`config.mk`:
```
export PLATFORM = sky130hd
export DESIGN_NAME = serial_cmd_addresser
export DESIGN_NICKNAME = d
export VERILOG_FILES = /design/src/rtl/sca_pkg.sv /design/src/rtl/sca_cmd_decode.sv /design/src/rtl/sca_addr_gen.sv /design/src/rtl/sca_csum_win.sv /design/src/rtl/serial_cmd_addresser.sv
export SDC_FILE = /design/constraint.sdc
export NUM_CORES = 1
export LEC_CHECK = 0
export CAP_MARGIN = 30
export CORE_MARGIN = 3
export CORE_UTILIZATION = 36
export CTS_BUF_LIST = sky130_fd_sc_hd__clkbuf_4
export DETAILED_ROUTE_END_ITERATION = 8
export GPL_TIMING_DRIVEN = 0
export PLACE_DENSITY = 0.6
export SYNTH_ARGS = -nofsm -noshare
export SYNTH_HDL_FRONTEND = slang
export SYNTH_HIERARCHICAL = 1
export SYNTH_SLANG_ARGS = --single-unit
```
`constraint.sdc`:
```
create_clock -name clk -period 2.36 [get_ports clk]
set_input_delay 0.236 -clock clk [delete_from_list [all_inputs] [get_ports clk]]
set_output_delay 0.236 -clock clk [all_outputs]
set_load 0.03 [all_outputs]
```
`src/rtl/sca_pkg.sv`:
```
package sca_pkg;
  localparam int CMD_W = 8;
  localparam int CS_W  = 4;
  localparam logic [CS_W-1:0] CS_FIXED = 4'b1011;

  typedef enum logic [2:0] {
    K_WRITE = 3'd0,
    K_READ  = 3'd1,
    K_VPW   = 3'd2,
    K_IAUTH = 3'd3,
    K_VAUTH = 3'd4,
    K_WFUSE = 3'd5,
    K_RFUSE = 3'd6,
    K_NONE  = 3'd7
  } cmd_kind_e;

  // operation from the low nibble of a command byte
  function automatic cmd_kind_e classify(input logic [3:0] ins);
    cmd_kind_e k;
    case (ins[1:0])
      2'b00:   k = K_WRITE;
      2'b01:   k = K_READ;
      2'b11:   k = K_VPW;
      default: begin
        case (ins[3:2])
          2'b00:   k = K_IAUTH;
          2'b01:   k = K_VAUTH;
          2'b10:   k = K_WFUSE;
          default: k = K_RFUSE;
        endcase
      end
    endcase
    return k;
  endfunction

  function automatic logic may_be_global(input cmd_kind_e k);
    return (k == K_WRITE) || (k == K_VPW);
  endfunction
endpackage

```
`src/rtl/sca_cmd_decode.sv`:
```
module sca_cmd_decode
  import sca_pkg::*;
(
  input  logic [CMD_W-1:0] byte_i,
  input  logic [CS_W-1:0]  cfg_cs_i,
  output logic             hit_o,
  output cmd_kind_e        kind_o,
  output logic             global_o
);
  logic fixed_hit, prog_hit;

  assign fixed_hit = (byte_i[CMD_W-1 -: CS_W] == CS_FIXED);
  assign prog_hit  = (byte_i[CMD_W-1 -: CS_W] == cfg_cs_i);
  assign hit_o     = fixed_hit | prog_hit;
  assign kind_o    = classify(byte_i[3:0]);
  assign global_o  = fixed_hit & may_be_global(kind_o);

  always_comb begin
    AST_GLOBAL_IS_MATCH: assert (!global_o || hit_o);
  end
endmodule

```
`src/rtl/sca_addr_gen.sv`:
```
module sca_addr_gen #(
  parameter int ZONE_W = 2,
  parameter int OFF_W  = 6,
  parameter int PAGE_W = 3
) (
  input  logic              clk,
  input  logic              rst_n,
  input  logic              load_i,
  input  logic [ZONE_W-1:0] load_zone_i,
  input  logic [OFF_W-1:0]  load_off_i,
  input  logic              rd_step_i,
  input  logic              wr_step_i,
  output logic [ZONE_W-1:0] zone_o,
  output logic [OFF_W-1:0]  off_o
);
  // reads run through the whole zone and wrap inside it
  function automatic logic [OFF_W-1:0] rd_next(input logic [OFF_W-1:0] o);
    return o + 1'b1;
  endfunction

  // writes advance only inside the page
  function automatic logic [OFF_W-1:0] wr_next(input logic [OFF_W-1:0] o);
    logic [PAGE_W-1:0] lo;
    lo = o[PAGE_W-1:0] + 1'b1;
    return {o[OFF_W-1:PAGE_W], lo};
  endfunction

  always_ff @(posedge clk or negedge rst_n) begin
    if (!rst_n) begin
      zone_o <= '0;
      off_o  <= '0;
    end else if (load_i) begin
      zone_o <= load_zone_i;
      off_o  <= load_off_i;
    end else if (rd_step_i) begin
      off_o <= rd_next(off_o);
    end else if (wr_step_i) begin
      off_o <= wr_next(off_o);
    end
  end

  AST_RD_ZONE_HOLD: assert property (@(posedge clk) disable iff (!rst_n)
    rd_step_i && !load_i |=> zone_o == $past(zone_o));
  AST_WR_PAGE_HOLD: assert property (@(posedge clk) disable iff (!rst_n)
    wr_step_i && !load_i |=> (zone_o == $past(zone_o)) &&
      (off_o[OFF_W-1:PAGE_W] == $past(off_o[OFF_W-1:PAGE_W])));
endmodule

```
`src/rtl/sca_csum_win.sv`:
```
module sca_csum_win #(
  parameter int IDX_W = 3
) (
  input  logic             clk,
  input  logic             rst_n,
  input  logic             auth_ok_i,
  input  logic             wr_cmd_i,
  input  logic             rd_hit_i,
  input  logic             rd_miss_i,
  input  logic             step_i,
  input  logic             end_i,
  output logic             active_o,
  output logic [IDX_W-1:0] idx_o
);
  logic avail_q, mode_q;

  always_ff @(posedge clk or negedge rst_n) begin
    if (!rst_n) begin
      avail_q  <= 1'b0;
      mode_q   <= 1'b0;
      active_o <= 1'b0;
      idx_o    <= '0;
    end else if (auth_ok_i) begin
      avail_q  <= 1'b1;
      mode_q   <= 1'b0;
      active_o <= 1'b0;
    end else begin
      if (wr_cmd_i && avail_q) begin
        mode_q  <= 1'b1;
        avail_q <= 1'b0;
      end
      if (rd_hit_i && mode_q) begin
        active_o <= 1'b1;
        idx_o    <= '0;
      end else if (rd_miss_i) begin
        mode_q <= 1'b0;
      end
      if (active_o && end_i) begin
        active_o <= 1'b0;
        mode_q   <= 1'b0;
      end else if (active_o && step_i) begin
        idx_o <= idx_o + 1'b1;
        if (idx_o == '1) begin
          active_o <= 1'b0;
          mode_q   <= 1'b0;
        end
      end
    end
  end

  AST_CSUM_AFTER_WR: assert property (@(posedge clk) disable iff (!rst_n)
    $rose(mode_q) |-> $past(wr_cmd_i));
  AST_CSUM_ONCE: assert property (@(posedge clk) disable iff (!rst_n)
    $rose(mode_q) |-> $fell(avail_q));
endmodule

```
`src/rtl/serial_cmd_addresser.sv`:
```
module serial_cmd_addresser
  import sca_pkg::*;
#(
  parameter int ZONE_W = 2,
  parameter int OFF_W  = 6,
  parameter int PAGE_W = 3,
  parameter int IDX_W  = 3,
  parameter int FUSE_W = 3,
  parameter logic [OFF_W-1:0] CAR_OFF = 6'h20,
  localparam int AW = ZONE_W + OFF_W
) (
  input  logic              clk,
  input  logic              rst_n,
  input  logic              start_i,
  input  logic              stop_i,
  input  logic              rx_valid_i,
  input  logic [CMD_W-1:0]  rx_byte_i,
  output logic              ack_valid_o,
  output logic              ack_o,
  input  logic              tx_req_i,
  output logic              tx_valid_o,
  output logic [CMD_W-1:0]  tx_byte_o,
  input  logic [CS_W-1:0]   cfg_cs_i,
  input  logic [FUSE_W-1:0] fuse_i,
  input  logic              auth_ok_i,
  output logic              cmd_stb_o,
  output logic [2:0]        cmd_kind_o,
  output logic [1:0]        cmd_sel_o,
  output logic              cmd_global_o,
  output logic [AW-1:0]     mem_raddr_o,
  input  logic [CMD_W-1:0]  mem_rdata_i,
  output logic              mem_rd_o,
  output logic              mem_wr_o,
  output logic [AW-1:0]     mem_waddr_o,
  output logic [CMD_W-1:0]  mem_wdata_o,
  output logic [IDX_W-1:0]  csum_idx_o,
  input  logic [CMD_W-1:0]  csum_byte_i,
  output logic              csum_rd_o
);
  localparam logic [ZONE_W-1:0] CFG_ZONE = '1;

  typedef enum logic [2:0] {
    S_IDLE, S_CMD, S_ADDR, S_WDATA, S_RDATA, S_FUSE, S_PARAM
  } st_e;

  st_e               state;
  cmd_kind_e         kind_q;
  logic [ZONE_W-1:0] zone_q;

  // decoder outputs
  logic      cs_hit, cs_global;
  cmd_kind_e cs_kind;

  // named internal events
  logic              byte_ev, addr_load, wr_step, rd_step, wr_cmd;
  logic              car_hit, car_miss, xfer_end, csum_active;
  logic [ZONE_W-1:0] zone_w;
  logic [OFF_W-1:0]  off_w;

  sca_cmd_decode u_dec (
    .byte_i   (rx_byte_i),
    .cfg_cs_i (cfg_cs_i),
    .hit_o    (cs_hit),
    .kind_o   (cs_kind),
    .global_o (cs_global)
  );

  assign byte_ev   = rx_valid_i && !start_i && !stop_i;
  assign addr_load = byte_ev && (state == S_ADDR);
  assign wr_step   = byte_ev && (state == S_WDATA);
  assign rd_step   = tx_req_i && !start_i && !stop_i && (state == S_RDATA);
  assign wr_cmd    = byte_ev && (state == S_CMD) && cs_hit && (cs_kind == K_WRITE);
  assign car_hit   = addr_load && (kind_q == K_READ) && (zone_q == CFG_ZONE) &&
                     (rx_byte_i[OFF_W-1:0] == CAR_OFF);
  assign car_miss  = addr_load && (kind_q == K_READ) && !car_hit;
  assign xfer_end  = start_i | stop_i;

  sca_addr_gen #(.ZONE_W(ZONE_W), .OFF_W(OFF_W), .PAGE_W(PAGE_W)) u_addr (
    .clk         (clk),
    .rst_n       (rst_n),
    .load_i      (addr_load),
    .load_zone_i (zone_q),
    .load_off_i  (rx_byte_i[OFF_W-1:0]),
    .rd_step_i   (rd_step),
    .wr_step_i   (wr_step),
    .zone_o      (zone_w),
    .off_o       (off_w)
  );

  sca_csum_win #(.IDX_W(IDX_W)) u_csum (
    .clk       (clk),
    .rst_n     (rst_n),
    .auth_ok_i (auth_ok_i),
    .wr_cmd_i  (wr_cmd),
    .rd_hit_i  (car_hit),
    .rd_miss_i (car_miss),
    .step_i    (rd_step),
    .end_i     (xfer_end),
    .active_o  (csum_active),
    .idx_o     (csum_idx_o)
  );

  assign mem_raddr_o = {zone_w, off_w};
  assign mem_rd_o    = rd_step && !csum_active;
  assign csum_rd_o   = rd_step && csum_active;

  always_ff @(posedge clk or negedge rst_n) begin
    if (!rst_n) begin
      state        <= S_IDLE;
      kind_q       <= K_NONE;
      zone_q       <= '0;
      ack_valid_o  <= 1'b0;
      ack_o        <= 1'b0;
      tx_valid_o   <= 1'b0;
      tx_byte_o    <= '0;
      cmd_stb_o    <= 1'b0;
      cmd_kind_o   <= '0;
      cmd_sel_o    <= '0;
      cmd_global_o <= 1'b0;
      mem_wr_o     <= 1'b0;
      mem_waddr_o  <= '0;
      mem_wdata_o  <= '0;
    end else begin
      ack_valid_o <= 1'b0;
      ack_o       <= 1'b0;
      tx_valid_o  <= 1'b0;
      cmd_stb_o   <= 1'b0;
      mem_wr_o    <= 1'b0;
      if (start_i) begin
        state <= S_CMD;
      end else if (stop_i) begin
        state <= S_IDLE;
      end else if (rx_valid_i) begin
        ack_valid_o <= 1'b1;
        case (state)
          S_CMD: begin
            if (cs_hit) begin
              ack_o        <= 1'b1;
              cmd_stb_o    <= 1'b1;
              cmd_kind_o   <= cs_kind;
              cmd_sel_o    <= rx_byte_i[3:2];
              cmd_global_o <= cs_global;
              kind_q       <= cs_kind;
              zone_q       <= rx_byte_i[3:2];
              case (cs_kind)
                K_WRITE, K_READ: state <= S_ADDR;
                K_RFUSE:         state <= S_FUSE;
                default:         state <= S_PARAM;
              endcase
            end else begin
              state <= S_IDLE;
            end
          end
          S_ADDR: begin
            ack_o <= 1'b1;
            state <= (kind_q == K_WRITE) ? S_WDATA : S_RDATA;
          end
          S_WDATA: begin
            ack_o       <= 1'b1;
            mem_wr_o    <= 1'b1;
            mem_waddr_o <= {zone_w, off_w};
            mem_wdata_o <= rx_byte_i;
          end
          S_PARAM: ack_o <= 1'b1;
          default: ack_o <= 1'b0;
        endcase
      end else if (tx_req_i) begin
        if (state == S_RDATA) begin
          tx_valid_o <= 1'b1;
          tx_byte_o  <= csum_active ? csum_byte_i : mem_rdata_i;
        end else if (state == S_FUSE) begin
          tx_valid_o <= 1'b1;
          tx_byte_o  <= {{(CMD_W-FUSE_W){1'b0}}, fuse_i};
        end
      end
    end
  end

  AST_NACK_ON_MISS: assert property (@(posedge clk) disable iff (!rst_n)
    byte_ev && (state == S_CMD) && (rx_byte_i[7:4] != CS_FIXED) &&
    (rx_byte_i[7:4] != cfg_cs_i) |=> ack_valid_o && !ack_o);
  AST_IDLE_NO_ACK: assert property (@(posedge clk) disable iff (!rst_n)
    byte_ev && (state == S_IDLE) |=> !ack_o);
  AST_CAR_WINDOW: assert property (@(posedge clk) disable iff (!rst_n)
    csum_active |-> (zone_w == CFG_ZONE) &&
      (off_w[OFF_W-1:IDX_W] == CAR_OFF[OFF_W-1:IDX_W]));
  AST_FUSE_PAD: assert property (@(posedge clk) disable iff (!rst_n)
    (state == S_FUSE) && tx_req_i && !start_i && !stop_i && !rx_valid_i
      |=> tx_byte_o[CMD_W-1:FUSE_W] == '0);
  AST_TX_AFTER_REQ: assert property (@(posedge clk) disable iff (!rst_n)
    tx_valid_o |-> $past(tx_req_i));
endmodule

```
# ---- Word-level counts from Yosys, hierarchy flattened
# Cells that the tools add are included.
dict set report totals {
  input_bits 38
  mem_bits_ro 0
  latch_bits 0
  ff_bits 55
  mem_bits_rw 0
  n_memories 0
}
dict set report op_classes {
  n_div 0
  n_shift 0
  order_cmp 0
  bitwise_logic 6
  mux 54
  addsub 3
  eq_ne 19
  n_reduce_logical 40
  n_mul 0
}
# cell n
set op_table {}
lappend op_table {{$mux 1} 35}
lappend op_table {{$mux 3} 9}
lappend op_table {{$mux 8} 3}
lappend op_table {{$logic_and 1x1->1} 19}
lappend op_table {{$pmux 3 s3} 2}
lappend op_table {{$eq 3x3->1 const B} 5}
lappend op_table {{$mux 6} 2}
lappend op_table {{$pmux 3 s2} 2}
lappend op_table {{$reduce_and 5->1} 2}
lappend op_table {{$eq 3x1->1 const B} 3}
lappend op_table {{$eq 3x2->1 const B} 3}
lappend op_table {{$add 3x1->3 const B} 2}
lappend op_table {{$add 6x1->6 const B} 1}
lappend op_table {{$eq 2x2->1 const B} 3}
lappend op_table {{$eq 6x6->1 const B} 1}
lappend op_table {{$logic_not 3->1} 2}
lappend op_table {{$reduce_bool 2->1} 3}
lappend op_table {{$reduce_bool 3->1} 2}
lappend op_table {{$eq 2x1->1 const B} 2}
lappend op_table {{$eq 4x4->1} 1}
lappend op_table {{$eq 4x4->1 const B} 1}
lappend op_table {{$logic_not 1->1} 4}
lappend op_table {{$logic_not 2->1} 2}
lappend op_table {{$reduce_and 4->1} 1}
lappend op_table {{other kinds (9)} 12}

# ---- Logic depth before layout (Yosys ltp)
dict set report logic_depth {
  word_depth 15
  depth_mapped 9
  depth_no_buf 8
}

# ---- By module
# Netlist, hierarchy kept.
# module cells_each seq_area_each_um2 area_each_um2 n_inst
set by_module_without_submodules {}
lappend by_module_without_submodules {serial_cmd_addresser 148 1029.7 1959.4 1}
lappend by_module_without_submodules {sca_addr_gen 38 200.2 390.4 1}
lappend by_module_without_submodules {sca_csum_win 24 150.1 289.0 1}
lappend by_module_without_submodules {sca_cmd_decode 25 0.0 211.5 1}

# ---- Worst setup path before layout
# Ideal clock, no wire load.
dict set report synth_timing {
  path_kind {register to register}
  from {register kind_q[0]}
  to {register u_csum.idx_o[0]}
  t_required_ps 2235
  period_less_slack_ps 2050
  arrival_ps 1925
  n_path_buf 0
  stages_incl_launch_ff 6
  slack_ps 310
  setup_time_ps 125
  path_cell_list {dfstp_2 -> or3b_2 -> or4_1 -> nor2_1 -> a31oi_2 -> mux2_4}
}
dict set report synth_via {
  elab_chain_len 8
}
# item line_no
set synth_rtl {}
lappend synth_rtl {{from (decl)} serial_cmd_addresser.sv:47} ;# cmd_kind_e kind_q;
lappend synth_rtl {{from (signal assigned)} serial_cmd_addresser.sv:143} ;# kind_q <= cs_kind;
lappend synth_rtl {{$eq 3x1->1 *} serial_cmd_addresser.sv:73} ;# assign car_hit = addr_load && (kind_q == K_READ) && (zone_q == CFG_ZONE) &&
lappend synth_rtl {{$logic_and 1x1->1 * (3 in a row)} serial_cmd_addresser.sv:73}
lappend synth_rtl {{via car_hit} serial_cmd_addresser.sv:56} ;# logic car_hit, car_miss, xfer_end, csum_active;
lappend synth_rtl {{$logic_and 1x1->1 *} sca_csum_win.sv:32} ;# if (rd_hit_i && mode_q) begin
lappend synth_rtl {{$mux 3 *} sca_csum_win.sv:32}
lappend synth_rtl {{$mux 3} sca_csum_win.sv:41} ;# end else if (active_o && step_i) begin
lappend synth_rtl {{$mux 3 *} sca_csum_win.sv:38} ;# if (active_o && end_i) begin
lappend synth_rtl {{to (signal assigned)} sca_csum_win.sv:42} ;# idx_o <= idx_o + 1'b1;
lappend synth_rtl {{to (decl)} sca_csum_win.sv:13} ;# output logic [IDX_W-1:0] idx_o
# Mark *: on every way through the listed nets, which the timed path passes. The rest lies on a longest branch.
# A chain may end at the register's enable or synchronous reset.

# ---- Worst setup path in the final report
# Same ends and word-level chain as after synthesis.

==> results.ini <==
[routing]
drt-initial-drc-count = 62
viasPerCell = 4.877
drtPass1Iterations = 4
routedWlPerCell_um = 15.04
antenna_left = 0
vias = 2097
routed_wl_um = 6467
post-route-drc-count = 0

[cells_and_area]
layout.nets = 378
n_antenna_cell = 0
fin_cells = 430
fillCellCount = 681
areaGrowthSynthToFinish_pct = 40.74
layout_commonest_cell = clkdlybuf4s50_1
layout-drive-gt1-share = 0.2205
most-common-layout-cells = clkdlybuf4s50_1, dfrtp_1, mux2_2

[global_routing]
grt_max_degree = 32
grt_pass1_wl_um = 10370
gr-total-overflow = 0
antenna_found_initial = 0
gr-usage-all-layers = 0.1478
grt_pass1_vias = 2134

[timing]
worst_clock_skew_ns = 0.01075
hold_violations = 0
setup-tns-final_ns = 0
max_freq_ghz = 0.4476
drv_slew = 0
fin_crit_sh = 0.9467
tightest_slew_ns = 0.8526
rsz0062_at_grt = no
relSlewSlack = 0.4272
final-setup-viol-count = 0
hold_ws_ns = 0.2170
timing.final.crit_period_ns = 2.234

[die]
start_util = 0.3827
die-area_mm2 = 0.009021
io_pins = 86
coreArea_mm2 = 0.007447
placementRows = 31
die_height_um = 94.98
die-width_um = 94.98

[pwr]
p_leak_nw = 1.839
power_density_mw_per_mm2 = 563.5
ir_drop_uv = 379.6

[logic_synthesis]
synth.yosys.warnings = 6
synthFlopType = dfrtp_1
synth_area_leaders = dfrtp_1, mux2_2, mux2_4, ha_1, mux2i_1
syn_nets = 283
avgSynthCellArea_um2 = 12.13
syn_area_mm2 = 0.002850
async_flop_share = 1.000
ys_seq_area_frac = 0.4842
synth_top_area_frac = 0.4565
yosys.area.top_type = dfrtp_1
synth_edf_count = 0
ys_ff_latch = 55
yosysUniqueCellTypes = 51
synthCells = 235

[clocking]
cts_sinks = 55
cts_max_level = 2
clock_path_buffers = 2
cts_buffers = 5
clock_latency_ns = 0.38
cts_tree = yes
cts-root-buf = clkbuf_4
cts.clk_slew.worst_paths_ns = 0.15

[place]
gp_congestion = 0.7851
place_hpwl_um = 4866
dp_cells = 420
io_buffers = 85

[critical_path]
cp.arrival_ns = 2.52
end_kind = flop
worst-setup-path-type = flop to flop
required_ns = 2.64
cp-start-kind = flop
critPathMaxFanout = 3

[hold_path]
hold_class = input port to flop

[outcome]
outcome = finished, final reports clean

[flow_run]
cap_violations = 0

[metrics by stage]
| step | power, mW | worst slack (ns) | utilization | cell area [um^2] |
|---|---|---|---|---|
| after global placement | 1.631 | -0.6950 | 0.5136 | 3825 |
| final | 2.261 | 0.1259 | 0.5386 | 4011 |
| after detailed placement | 1.639 | -0.6538 | 0.5156 | 3840 |
| after global routing | 2.366 | 0.01667 | 0.5386 | 4011 |
| after CTS | 2.291 | 0.01584 | 0.5343 | 3979 |
| after floorplan | 1.368 | 0.3096 | - | 2850 |
[cells in the mapped netlist, types with 3 or more instances]
master and instances:
o21ai_0 9, nand3_1 3, nand4_1 4, inv_1 14, mux2_2 30, mux2_4 9
dfrtp_1 52, ha_1 10, a21oi_1 7, mux2i_1 8, and2_1 3, dfstp_2 3
nor2_1 10, nand2_1 8, xor2_1 8, buf_2 4, nor2b_1 5, mux2_1 3
nor3_1 3, buf_6 3
[report_power, final]
group	leakage [nW]	internal, mW	switching, mW	total [mW]
clock network	0.0559	0.342	0.292	0.634
logic	1.05	0.263	0.278	0.541
registers	0.738	1.02	0.0673	1.09
[critical path, stage by stage (launching register included)]
cell     delay [ns]
dfstp_2        0.57
or3b_2         0.46
or4_1          0.44
nor2_1         0.24
a31oi_2        0.15
mux2_4         0.27
[repair_timing]
item / CTS / global route
endpoints found under the hold margin: 21 / 0
gates resized for setup: 7 / 5
buffers inserted: 0 / 2
hold buffers: 1 / 0
gates cloned: 0 / 0
pin swaps: 0 / 2
setup endpoints to repair: 6 / 2
[sequential cells by signal (all words and copies together), names as in the netlist]
name / flops
u_csum/mode_q: 1
cmd_stb_o: 1
cmd_global_o: 1
u_csum/idx_o: 3
mem_waddr_o: 8
tx_valid_o: 1
zone_q: 2
cmd_kind_o: 3
mem_wdata_o: 8
mem_wr_o: 1
kind_q: 3
u_csum/active_o: 1
ack_valid_o: 1
ack_o: 1
u_csum/avail_q: 1
state: 3
tx_byte_o: 8
u_addr/zone_o: 2
u_addr/off_o: 6
[layer usage]
layer	wire, um	global-route usage	vias to the layer above
met4	88	0.05048	0
met1	2874	0.1904	1031
met3	230	0.02948	7
met5	0	0	-
li1	-	-	1026
met2	3274	0.2472	33
[kinds of logic after synthesis]
logic type	share of synthesized area
AND/OR/NAND/NOR	0.1247
multiplexers	0.2059
buffers and inverters	0.04258
flip-flops	0.4842
AO/OA/AOI/OAI	0.07112
adder cells (fa/ha/maj)	0.04390
XOR/XNOR	0.02766
[cell type report]
class	count	area (um^2)	area share
Buffer	9	67.56	0.01684
Clock buffer	6	45.04	0.01123
Clock inverter	2	60.06	0.01497
Inverter	14	52.55	0.01310
Multi-Input combinational cell	156	1389	0.3462
Sequential cell	55	1381	0.3444
Tap cell	99	123.9	0.03088
Timing Repair Buffer	89	892.1	0.2224
[final timing paths]
path / from / slack [ns] / end / depth (start not counted)
setup / recovery: kind_q[0]$_DFFE_PN1P_ / 0.13 / u_csum/idx_o[0]$_DFFE_PN0N_ / 5
hold / removal: rx_byte_i[4] / 0.22 / u_addr/off_o[4]$_DFFE_PN0P_ / 3
setup reg to reg: kind_q[0]$_DFFE_PN1P_ / 0.13 / u_csum/idx_o[0]$_DFFE_PN0N_ / 5
hold reg to reg: cmd_global_o$_DFFE_PN0P_ / 0.52 / cmd_global_o$_DFFE_PN0P_ / 1
max in group asynchronous: rst_n / 1.42 / tx_byte_o[7]$_DFFE_PN0P_ / 3
min in group asynchronous: rst_n / 0.37 / cmd_kind_o[1]$_DFFE_PN0P_ / 2
No activity file was read; power rests on OpenSTA's default activity.
